==> src/rtl/usb_dd_complete.sv <==
module usb_dd_complete #(
  parameter int AW = 32
) (
  input  logic          clk,
  input  logic          rst_n,
  input  logic          dma_en_set,
  output logic          dma_en,
  input  logic          dd_load,
  input  logic [15:0]   dd_maxpkt,
  input  logic [15:0]   dd_buflen,
  input  logic [AW-1:0] dd_start,
  input  logic          ep_bulk,
  input  logic          cat_req,
  output logic          dd_ready,
  input  logic          s_valid,
  input  logic [7:0]    s_data,
  input  logic          s_last,
  output logic          s_ready,
  output logic          m_valid,
  output logic [7:0]    m_data,
  output logic [AW-1:0] m_addr,
  input  logic          m_ready,
  output logic          wb_req,
  output logic          eot_irq,
  output logic [AW-1:0] wb_word2,
  output logic [31:0]   wb_word3,
  input  logic          wb_ack
);

  localparam logic [2:0] ST_NONE = 3'd0, ST_SERV = 3'd1, ST_NORM = 3'd2,
                         ST_UNDR = 3'd3, ST_OVR  = 3'd4;

  typedef enum logic [1:0] {IDLE, RUN, WBK} phase_t;
  phase_t phase;

  logic [15:0]   maxpkt, buflen, cnt, pkt;
  logic [AW-1:0] start;
  logic          cat, retired;
  logic [2:0]    status;

  wire        take     = (phase == RUN) && s_valid && m_ready;
  wire [15:0] cnt_n    = cnt + 16'd1;
  wire [15:0] pkt_n    = pkt + 16'd1;
  wire        pkt_full = (maxpkt != 16'd0) && (pkt_n == maxpkt);
  wire        pkt_end  = s_last || pkt_full;
  wire        buf_end  = (cnt_n == buflen);

  assign dd_ready = (phase == IDLE) && dma_en;
  assign s_ready  = (phase == RUN) && m_ready;
  assign m_valid  = (phase == RUN) && s_valid;
  assign m_data   = s_data;
  assign m_addr   = start + AW'(cnt);
  assign wb_word2 = start + AW'(cnt);
  assign wb_word3 = {cnt, 12'd0, status, retired};

  always_ff @(posedge clk) begin
    if (!rst_n) begin
      phase   <= IDLE;
      dma_en  <= 1'b0;
      maxpkt  <= '0;
      buflen  <= '0;
      start   <= '0;
      cnt     <= '0;
      pkt     <= '0;
      cat     <= 1'b0;
      status  <= ST_NONE;
      retired <= 1'b0;
      wb_req  <= 1'b0;
      eot_irq <= 1'b0;
    end else begin
      wb_req  <= 1'b0;
      eot_irq <= 1'b0;
      if (dma_en_set) dma_en <= 1'b1;
      unique case (phase)
        IDLE: if (dd_load && dma_en) begin
          maxpkt  <= dd_maxpkt;
          buflen  <= dd_buflen;
          start   <= dd_start;
          cat     <= cat_req && ep_bulk;
          cnt     <= '0;
          if (!(cat_req && ep_bulk)) pkt <= '0;
          if (dd_buflen == 16'd0) begin
            status  <= ST_NORM;
            retired <= 1'b1;
            wb_req  <= 1'b1;
            eot_irq <= 1'b1;
            phase   <= WBK;
          end else begin
            status  <= ST_SERV;
            retired <= 1'b0;
            phase   <= RUN;
          end
        end
        RUN: if (take) begin
          if (buf_end || (pkt_end && s_last && !pkt_full)) begin
            retired <= 1'b1;
            wb_req  <= 1'b1;
            eot_irq <= 1'b1;
            phase   <= WBK;
          end
          if (buf_end && !pkt_end && !cat) begin
            cnt    <= cnt - pkt;
            pkt    <= '0;
            status <= ST_OVR;
            dma_en <= 1'b0;
          end else begin
            cnt <= cnt_n;
            pkt <= pkt_end ? 16'd0 : pkt_n;
            if (buf_end)       status <= ST_NORM;
            else if (pkt_end && s_last && !pkt_full) status <= ST_UNDR;
          end
        end
        WBK: if (wb_ack) phase <= IDLE;
        default: phase <= IDLE;
      endcase
    end
  end

  AST_WB_PULSE: assert property (@(posedge clk) disable iff (!rst_n)
    wb_req |=> !wb_req);
  AST_WB_HOLD: assert property (@(posedge clk) disable iff (!rst_n)
    (phase == WBK && !wb_ack) |=> (phase == WBK && !s_ready));
  AST_WB_RETIRED: assert property (@(posedge clk) disable iff (!rst_n)
    wb_req |-> (retired && status >= ST_NORM && status <= ST_OVR));
  AST_OVR_DISABLE: assert property (@(posedge clk) disable iff (!rst_n)
    (wb_req && status == ST_OVR) |-> !dma_en);
  AST_RUN_BELOW_LEN: assert property (@(posedge clk) disable iff (!rst_n)
    (phase == RUN) |-> (cnt < buflen));
  AST_OVR_NOT_CAT: assert property (@(posedge clk) disable iff (!rst_n)
    (wb_req && status == ST_OVR) |-> !cat);

endmodule

==> config.mk <==
export PLATFORM = sky130hd
export DESIGN_NAME = usb_dd_complete
export DESIGN_NICKNAME = d
export VERILOG_FILES = /design/src/rtl/usb_dd_complete.sv
export SDC_FILE = /design/constraint.sdc
export NUM_CORES = 1
export LEC_CHECK = 0
export ABC_AREA = 1
export CORE_AREA = 2 2 130 132
export DETAILED_ROUTE_END_ITERATION = 12
export DIE_AREA = 0 0 132 134
export DONT_BUFFER_PORTS = 1
export PLACE_DENSITY_LB_ADDON = 0.12
export SYNTH_ARGS = -nofsm -noshare
export SYNTH_HDL_FRONTEND = slang
export SYNTH_SLANG_ARGS = --single-unit
==> constraint.sdc <==
create_clock -name clk -period 3.42 [get_ports clk]
set_input_delay 0.513 -clock clk [delete_from_list [all_inputs] [get_ports clk]]
set_output_delay 0.513 -clock clk [all_outputs]
set_load 0.05 [all_outputs]
# ---- After elaboration in Yosys (flattened, before gate mapping)
# Index checks and enable logic that the tools add are counted.
dict set report word_totals {
  register_bits 105
  in_bits 82
  out_inout_bits 110
  wordCells 87
}
dict set report classes {
  n_addsub 4
  eq_ne 10
  n_mux 36
  n_reduce_logical 26
}
# operator n
set ops {}
lappend ops {{two-way mux 16 bit} 8}
lappend ops {{case mux 16 bit (2 select lines)} 2}
lappend ops {{adder 16 x 1 -> 16 bit (second input constant)} 2}
lappend ops {{adder 32 x 16 -> 32 bit} 1}
lappend ops {{== test 16 bit} 2}
lappend ops {{logical NOT 16 bit} 1}
lappend ops {{AND reduction 4 bit} 4}
lappend ops {{nonzero test 16 bit} 1}
lappend ops {{subtractor 16 bit} 1}
lappend ops {{two-way mux 3 bit} 5}
lappend ops {{two-way mux 2 bit} 6}
lappend ops {{logical AND 1 bit} 11}
lappend ops {{two-way mux 1 bit} 11}
lappend ops {{inequality test 2 bit (second input constant)} 3}
lappend ops {{case mux 2 bit (3 select lines)} 1}
lappend ops {{case mux 3 bit (2 select lines)} 1}
lappend ops {{inequality test 2 x 1 -> 1 bit (second input constant)} 2}
lappend ops {{inequality test 4 x 2 -> 1 bit (second input constant)} 1}
lappend ops {{case mux 1 bit (2 select lines)} 2}
lappend ops {{logical NOT 1 bit} 3}
lappend ops {{AND reduction 3 bit} 1}
lappend ops {{== test 2 x 1 -> 1 bit (second input constant)} 1}
lappend ops {{== test 2 bit (second input constant)} 1}
lappend ops {{logical NOT 2 bit} 1}
lappend ops {{3 further kinds} 4}

# ---- Logic depth before layout (Yosys ltp)
# Gate-level depths: netlist of the first run.
dict set report logic_depth {
  ltp_word 11
  mapped_depth 19
}

# ---- Worst setup path after synthesis of the first run
# OpenSTA, ideal clock, no wires.
dict set report synth_timing {
  path_type {reg-to-output}
  from {register cnt[0]}
  to {output wb_word2[24]}
  arrival_time_ps 3832
  t_required_ps 2907
  slack_ps -925
  stages_incl_launch_ff 15
  path_buffers 1
  path_cell_list {dfxtp_1 > ha_1 > inv_1 > fa_1 > inv_1 > nand3_1 > nand2_1 > a21oi_1 > o21ai_1 > a21boi_1 > o21ai_1 > a21boi_1 > nor3_1 > xor2_1 > buf_4}
}
dict set report synth_between {
  elab_chain_len 1
}
# item line
set synth_rtl {}
lappend synth_rtl {{start, declared} 36} ;# logic [15:0] maxpkt, buflen, cnt, pkt;
lappend synth_rtl {{start signal, assigned} 102} ;# cnt <= cnt - pkt;
lappend synth_rtl {{start signal, assigned} 107} ;# cnt <= cnt_n;
lappend synth_rtl {{adder 32 x 16 -> 32 bit} --}
lappend synth_rtl {{end, declared} 25} ;# output logic [AW-1:0] wb_word2,
# No other way between the ends.

# ---- Worst setup path after layout of the first run
dict set report layout_timing {
  from {register start[0]}
  to {output wb_word2[18]}
}
dict set report layout_between {
  elab_chain_len 1
}
# item line
set layout_rtl {}
lappend layout_rtl {{start, declared} 37} ;# logic [AW-1:0] start;
lappend layout_rtl {{start signal, assigned} 78} ;# start <= dd_start;
lappend layout_rtl {{adder 32 x 16 -> 32 bit} --}
# No other way between the ends.

==> results of run 1 <==
==> logic make-up after synthesis <==
group                    count (synthesis)
AND/OR/NAND/NOR                        601
buffers and inverters                  209
AO/OA/AOI/OAI                          205
flip-flops                             105
XOR/XNOR                                48
adder cells (fa/ha/maj)                 35
other                                    1
==> what timing repair did <==
item / CTS / global route
gates resized for setup: 9 / 15
pin swaps: 9 / 3
buffers inserted: 7 / 3
endpoints found under the setup margin: 22 / 30
==> critical path, stage by stage, from the launching register on <==
cell	delay, ns
dfxtp_2	0.36
ha_4	0.14
inv_2	0.03
fa_2	0.37
inv_2	0.07
nand3_2	0.06
nand2_2	0.10
a21oi_4	0.06
o21ai_2	0.18
a21boi_4	0.09
o21ai_2	0.18
a21boi_4	0.12
nor2_1	0.27
xor2_4	0.19
buf_12	0.19
==> routing by layer <==
layer | part of all wire, % | vias to the layer above | global-route usage (%)
met5 | 0 | - | 0
met4 | 2.1 | 0 | 8.39
met3 | 7.0 | 32 | 4.69
met2 | 46 | 318 | 45.6
met1 | 44 | 3519 | 35.9
li1 | - | 3862 | -
==> cells in the final DEF (no fill, tap or decap), types with 5 or more instances in the layout <==
cell,n
xor2_1,6
buf_12,24
nand2_2,10
clkbuf_16,10
inv_1,111
nand3_1,93
xor2_4,7
xor2_2,12
inv_2,8
nor2_1,152
dfxtp_1,96
a21o_1,5
nand3b_1,8
nand4_1,32
o21bai_1,6
nor3_1,5
xnor2_2,9
nor2_2,9
conb_1,12
xnor2_1,12
dfxtp_2,7
o21ai_0,85
ha_1,31
nor2_4,6
buf_4,42
nand2_1,266
a21oi_1,91
nor4_1,6
==> registers in the layout, summed over array words and instances, names as in the netlist <==
register / cells
retired: 1
pkt: 16
dma_en: 1
status: 3
cnt: 16
buflen: 16
eot_irq: 1
maxpkt: 16
cat: 1
phase: 2
start: 32
==> stage by stage <==
stage | std cells | setup WS (ns)
after floorplan | 1215 | -0.105
after global placement | 1405 | 0.0992
after detailed placement | 1405 | 0.0646
after CTS | 1428 | 0.00583
after global routing | 1431 | -0.0301
final | 1431 | 0.143
==> path summary, 6_finish.rpt <==
check	start	end	depth (start not counted)	slack, ns
max	start[0]	wb_word2[18]	14	0.14
min	rst_n	phase[0]	2	0.26
max reg2reg	cnt[0]	cnt[7]	15	0.36
min reg2reg	buflen[3]	buflen[3]	2	0.48
==> power by group <==
part | total (mW) | internal (mW) | switching, mW | leakage (nW)
Combinational | 1.16 | 0.362 | 0.799 | 2.97
Clock | 1.08 | 0.573 | 0.511 | 0.152
Sequential | 1.42 | 1.31 | 0.109 | 0.861
==> Yosys cell counts (5+ instances only) <==
library cell	count	area share [%]
nand2_1	271	13
nor2_1	157	7.6
inv_1	113	5.5
dfxtp_1	105	27
nand3_1	94	6.1
a21oi_1	92	6.0
o21ai_0	87	5.6
buf_4	55	5.3
ha_1	33	5.3
nand4_1	32	2.6
xor2_1	25	2.8
clkbuf_1	24	1.2
xnor2_1	22	2.5
nand3b_1	8	0.78
nor3_1	7	0.45
nor4_1	7	0.57
inv_2	6	0.29
nor2_2	6	0.49
o21bai_1	6	0.58
a21o_1	5	0.49
nand2_2	5	0.40
==> final cells by class <==
class	instances	area share, %
sequential	105	23.3
multi-input combinational	901	56.3
clock inverter	4	0.469
timing repair buffer	66	8.77
inverter	123	5.13
clock buffer	12	2.95
tap	220	3.03
==> summary.md, run 1 <==
| Metric | Value |
|---|---|
| Filler cell count | around 1,700 |
| CP Class | reg2out |
| Clk slew on worst S/H paths | roughly 0.08 ns |
| Hold Crit Class | in2reg |
| Die Ht | between 100 and 150 um |
| Critical path fanouts, max | 5 |
| Global-route wire length before repair | 38,000 um |
| Crit path required time | around 2.9 ns |
| Synth Area in Compound Gates | around 14% |
| Worst slew margin | about a quarter |
| Die ar. | roughly 18,000 sq um |
| Adder and majority cell fraction of the synthesized area | under 10% |
| Finish-stage setup viols | 0 |
| RePlAce Congestion | 0.914 |
| Startpoint Class | flop |
| RSZ-0062 raised after global routing | true |
| Final period util | 95.8% |
| Synth Area in XOR/XNOR | 5.62% |
| Total grt overflow | 0 |
| Remaining DRCs | 0 |
| Status | completed |
| Slew @ Worst Pin | 1.13 ns |
| Synthesis-to-finish area growth | 17.5% |
| Register area | between 2000 and 2500 sq um |
| CTS tree | done |
| Root buffer cell | clkbuf_16 |
| Worst EP arrival | between 2 and 3 ns |
| Synth Flop Type | dfxtp_1 |
| H-tree depth | 3 |
| Leak | 3.98 nW |
| Setup TNS | 0 ns |
| Final design utilization | a little under three fifths |
| Largest net degree at the start of global routing | 97 |
| Netlist cell types | between 40 and 50 |
| Vias post-DR | between 7,000 and 8,000 |
| Fmax | approximately 0.31 GHz |
| Largest family of logic cells by synthesized area | simple AND/OR/NAND/NOR gates |
| Worst Skew | approximately 0.013 ns |
| Drt via density | 5.40 |
| Peak VDD IR | between 0.0003 and 0.0004 V |
| Synth Cell Area | between 7000 and 8000 sq um |
| Max Slew Vio Count | 0 |
| EDFF count, synth | 0 |
| DRT Wirelength | 23,900 um |
| Cts bufs inserted | 9 |
| Register area share after synthesis | 27.2% |
| Starting DRT DRC Count | approximately 610 |
| Synth Instances | roughly 1,200 |
| PD cells | 404 nW/um^2 |
| Layout cells sized above 1 | between 10% and 20% |
| Die X | between 100 and 150 um |
| DP Wirelength | 18,200 um |
| Final net count | 1,323 |
| Max Buffers Root-to-Sink | 2 |
| Gr usage total | a little over a quarter |
| DR WL/cell | ~17 um |
| # clock sinks | around 110 |
| Ant diodes | 0 |
| Max-cap viol count | 0 |
| I/O Buffers | 0 |
| Fin crit period | 3.28 ns |
| Synthesized area per cell | between 6 and 7 sq um |
| Initial antenna violation count | 0 |
| Std-Cell Rows | 47 |
| Yosys warns | 0 |
| Pre-Repair DR Iteration Count | 5 |
| Number of global-route vias before repair | 7,167 |
| Worst skew pair latency | about 0.36 ns |
| Initial Util | between 40% and 50% |
| Synth Area in Simple Gates | between 30% and 40% |
| Multiplexer share of the synthesized area | 0% |
| Hold Slack | around 0.26 ns |
| FF+latch count, synth | around 110 |
| Total Power | around 3.7 mW |
| Hold Buf Count CTS | 0 |
| Final Hold Fails | 0 |
| Footprint of the multi-input gates | just over 5000 sq um |
| Critical path capture point type | primary output |
| Core box area | between 15,000 and 20,000 sq um |
| Ys async rst share | 0% |
| # IOs | between 150 and 200 |
| Area after DPL | 8590 sq um |
| Post-DRT Antenna Nets | 0 |
| Fin area | ~9100 sq um |
Power figures use the tool's default switching activity.
==> inputs of run 2 (changes only) <==
==> constraint.sdc (replaced) <==
create_clock -name clk -period 3.42 [get_ports clk]
set_input_delay 0.513 -clock clk [delete_from_list [all_inputs] [get_ports clk]]
set_output_delay 0.513 -clock clk [all_outputs]
set_load 0.02 [all_outputs]
==> run 2 against run 1 <==
Net effect: critical path depth grew 1; clock skew shrank 0.0030 ns; sequential share of layout area increased by 1.4 points; flip-flop and latch count did not move; clock power about the same; non-clock buffer count shrank 2; register-to-register slack improved by 0.13 ns; power fell by 9.5%; cell count fell by 0.14%; final area down 6.3%; setup slack got worse by 0.039 ns; sequential power about the same.
==> summary.md, run 2 (same netlist as run 1, synthesis figures left out) <==
| Metric | Value |
|---|---|
| Status | completed (unchanged) |
| Commonest non-fill, non-tap cell in the layout | nand2_1 (unchanged) |
| # IOs | 192 (unchanged) |
| Reg2Reg Depth | 15 (unchanged) |
| Drt via density | 5.32 (was 5.40) |
| Initial antenna violation count | 0 (unchanged) |
| Cts bufs inserted | 9 (unchanged) |
| Worst skew pair latency | 0.36 ns (about the same) |
| Final net count | 1,321 (was 1,323) |
| Reg2reg end | cnt[8] (was cnt[7]) |
| Peak VDD IR | 0.000298 V (was 0.000359 V) |
| Area after DPL | 8020 sq um (was 8590 sq um) |
| Footprint of the multi-input gates | 4820 sq um (was 5110 sq um) |
| Core box area | 16,300 sq um (unchanged) |
| Net Sw Power | 1.20 mW (was 1.42 mW) |
| Worst Min Path Start | rst_n (unchanged) |
| Critical-path cell list | buf_6 > ha_1 > nand3_1 > nand2_1 > a31oi_2 > buf_4 > nor2_1 > nor2_2 > nor3_2 > nor2_2 > inv_1 > nand4_1 > nor2_1 > xor2_1 > buf_4 (was ha_4 > inv_2 > fa_2 > inv_2 > nand3_2 > nand2_2 > a21oi_4 > o21ai_2 > a21boi_4 > o21ai_2 > a21boi_4 > nor2_1 > xor2_4 > buf_12) |
| CTS tree | done (unchanged) |
| Ant diodes | 0 (unchanged) |
| Initial Util | 47.4% (unchanged) |
| # clock sinks | 105 (unchanged) |
| Max Buffers Root-to-Sink | 2 (unchanged) |
| Switching share of power | 36.2% (was 38.7%) |
| Finish-stage setup viols | 0 (unchanged) |
| Crit path required time | 2.91 ns (about the same) |
| CP Class | reg2out (unchanged) |
| Total grt overflow | 0 (unchanged) |
| RePlAce Congestion | 0.933 (was 0.914) |
| Crit path largest cell delay | 0.32 ns (was 0.37 ns) |
| DRT Wirelength | 23,600 um (was 23,900 um) |
| Pre-Repair DR Iteration Count | 5 (unchanged) |
| Hold Buf Count CTS | 0 (unchanged) |
| Final period util | 97.0% (was 95.8%) |
| Fin area | 8510 sq um (was 9080 sq um) |
| Sequential Power Share | 42.1% (was 38.8%) |
| Max-cap viol count | 0 (unchanged) |
| Synthesis-to-finish area growth | 10.1% (was 17.5%) |
| RR Startpoint | cnt[0] (unchanged) |
| Fin crit period | 3.32 ns (was 3.28 ns) |
| Max Slew Vio Count | 0 (unchanged) |
| Die Ht | 134 um (unchanged) |
| Root buffer cell | clkbuf_16 (unchanged) |
| I/O Buffers | 0 (unchanged) |
| Startpoint Class | flop (unchanged) |
| Total Power | 3.32 mW (was 3.67 mW) |
| Clk slew on worst S/H paths | 0.08 ns (about the same) |
| CP top delay family | simple AND/OR/NAND/NOR gates (was compound AO/OA/AOI/OAI gates) |
| Worst hold path depth | 2 (unchanged) |
| PD cells | 390 nW/um^2 (was 404 nW/um^2) |
| Starting DRT DRC Count | 477 (was 606) |
| Remaining DRCs | 0 (unchanged) |
| Reg2reg setup slack | 0.49 ns (was 0.36 ns) |
| Largest net degree at the start of global routing | 96 (was 97) |
| H-tree depth | 3 (unchanged) |
| Vias post-DR | 7,607 (was 7,731) |
| Int Pwr | 2.12 mW (was 2.25 mW) |
| Worst-case hold path end point | phase[1] (was phase[0]) |
| Fmax | 0.302 GHz (was 0.305 GHz) |
| Register area | 2100 sq um (was 2120 sq um) |
| Final Hold Fails | 0 (unchanged) |
| Clk pwr share | 31.6% (was 29.6%) |
| Slew @ Worst Pin | 1.20 ns (was 1.13 ns) |
| Largest Register | start (unchanged) |
| Critical path capture point type | primary output (unchanged) |
| Filler cell count | 1,692 (was 1,652) |
| Global-route wire length before repair | 37,700 um (was 38,000 um) |
| Leak | 3.80 nW (was 3.98 nW) |
| Buf+Inv Stages, Crit Path | 4 (was 3) |
| Hold Crit Class | in2reg (unchanged) |
| Post-DRT Antenna Nets | 0 (unchanged) |
| Die X | 132 um (unchanged) |
| DP Wirelength | 17,700 um (was 18,200 um) |
| Critical path fanouts, max | 8 (was 5) |
| Gr usage total | 26.8% (was 27.2%) |
| Power share of the combinational group | 26.3% (was 31.7%) |
| Worst slew margin | 20.0% (was 24.5%) |
| Critical Path Stages | 15 (was 14) |
| Worst EP arrival | 2.80 ns (was 2.76 ns) |
| DR WL/cell | 16.5 um (was 16.7 um) |
| CP max stage cell | dfxtp_1 (was fa_2) |
| Commonest non-fill, non-tap cells in the layout | nand2_1 (268), nor2_1 (152), inv_1 (113) (was nand2_1 (266), nor2_1 (152), inv_1 (111)) |
| Max reg flops | 32 (unchanged) |
| Die ar. | 17,700 sq um (unchanged) |
| Worst Skew | 0.00977 ns (was 0.0128 ns) |
| Std-Cell Rows | 47 (unchanged) |
| Number of global-route vias before repair | 7,105 (was 7,167) |
| Layout cells sized above 1 | 11.3% (was 14.8%) |
==> run 2: worst max path at each step <==
stage / endpoint / slack [ns] / start
after floorplan: wb_word2[24] / -0.10 / cnt[0]
after global placement: m_addr[28] / 0.18 / cnt[0]
after global routing: m_addr[21] / -0.03 / cnt[1]
final: wb_word2[29] / 0.10 / cnt[1]
after detailed placement: wb_word2[28] / 0.07 / cnt[0]
after CTS: wb_word2[30] / 0.01 / cnt[0]
==> run 2: layer usage <==
layer	up-vias	part of all wire [%]	GRT usage [%]
li1	3878	-	-
met1	3387	46	36.4
met2	291	43	41.1
met3	51	6.8	5.97
met4	0	3.8	11.3
met5	-	0	0
==> run 2: final cells by class <==
| class | instances | area share, % |
|---|---|---|
| multi-input cells | 901 | 56.7 |
| clock inverters | 6 | 0.721 |
| well taps | 220 | 3.24 |
| clock buffers | 10 | 2.69 |
| flip-flops and latches | 105 | 24.7 |
| repair buffers | 64 | 6.47 |
| inverters | 123 | 5.47 |
==> run 2: per-stage QoR <==
| step | setup WS [ns] | std cells | TNS, ns | hold WS, ns | util (%) |
|---|---|---|---|---|---|
| 2_1_floorplan | -0.104 | 1215 | -0.244 | 0.439 | - |
| 3_3_place_gp | 0.176 | 1405 | 0 | 0.463 | 49.3 |
| 3_5_place_dp | 0.0653 | 1405 | 0 | 0.463 | 49.3 |
| 4_1_cts | 0.0136 | 1424 | 0 | 0.240 | 51.5 |
| 5_1_grt | -0.0330 | 1429 | -0.209 | 0.250 | 52.2 |
| 6_report | 0.104 | 1429 | 0 | 0.255 | 52.2 |
==> run 2: timing repair <==
action,in CTS,in global routing
endpoints found under the setup margin,16,28
pin swaps,7,10
setup buffers,3,5
resized for setup,15,16
==> run 2: power groups by stage <==
stage	Combinational, mW	Sequential (mW)	Clock, mW
2_1_floorplan	0.724	1.40	0
3_3_place_gp	0.863	1.42	0
3_5_place_dp	0.866	1.42	0
4_1_cts	0.869	1.40	1.07
5_1_grt	0.977	1.41	1.11
6_report	0.874	1.40	1.05
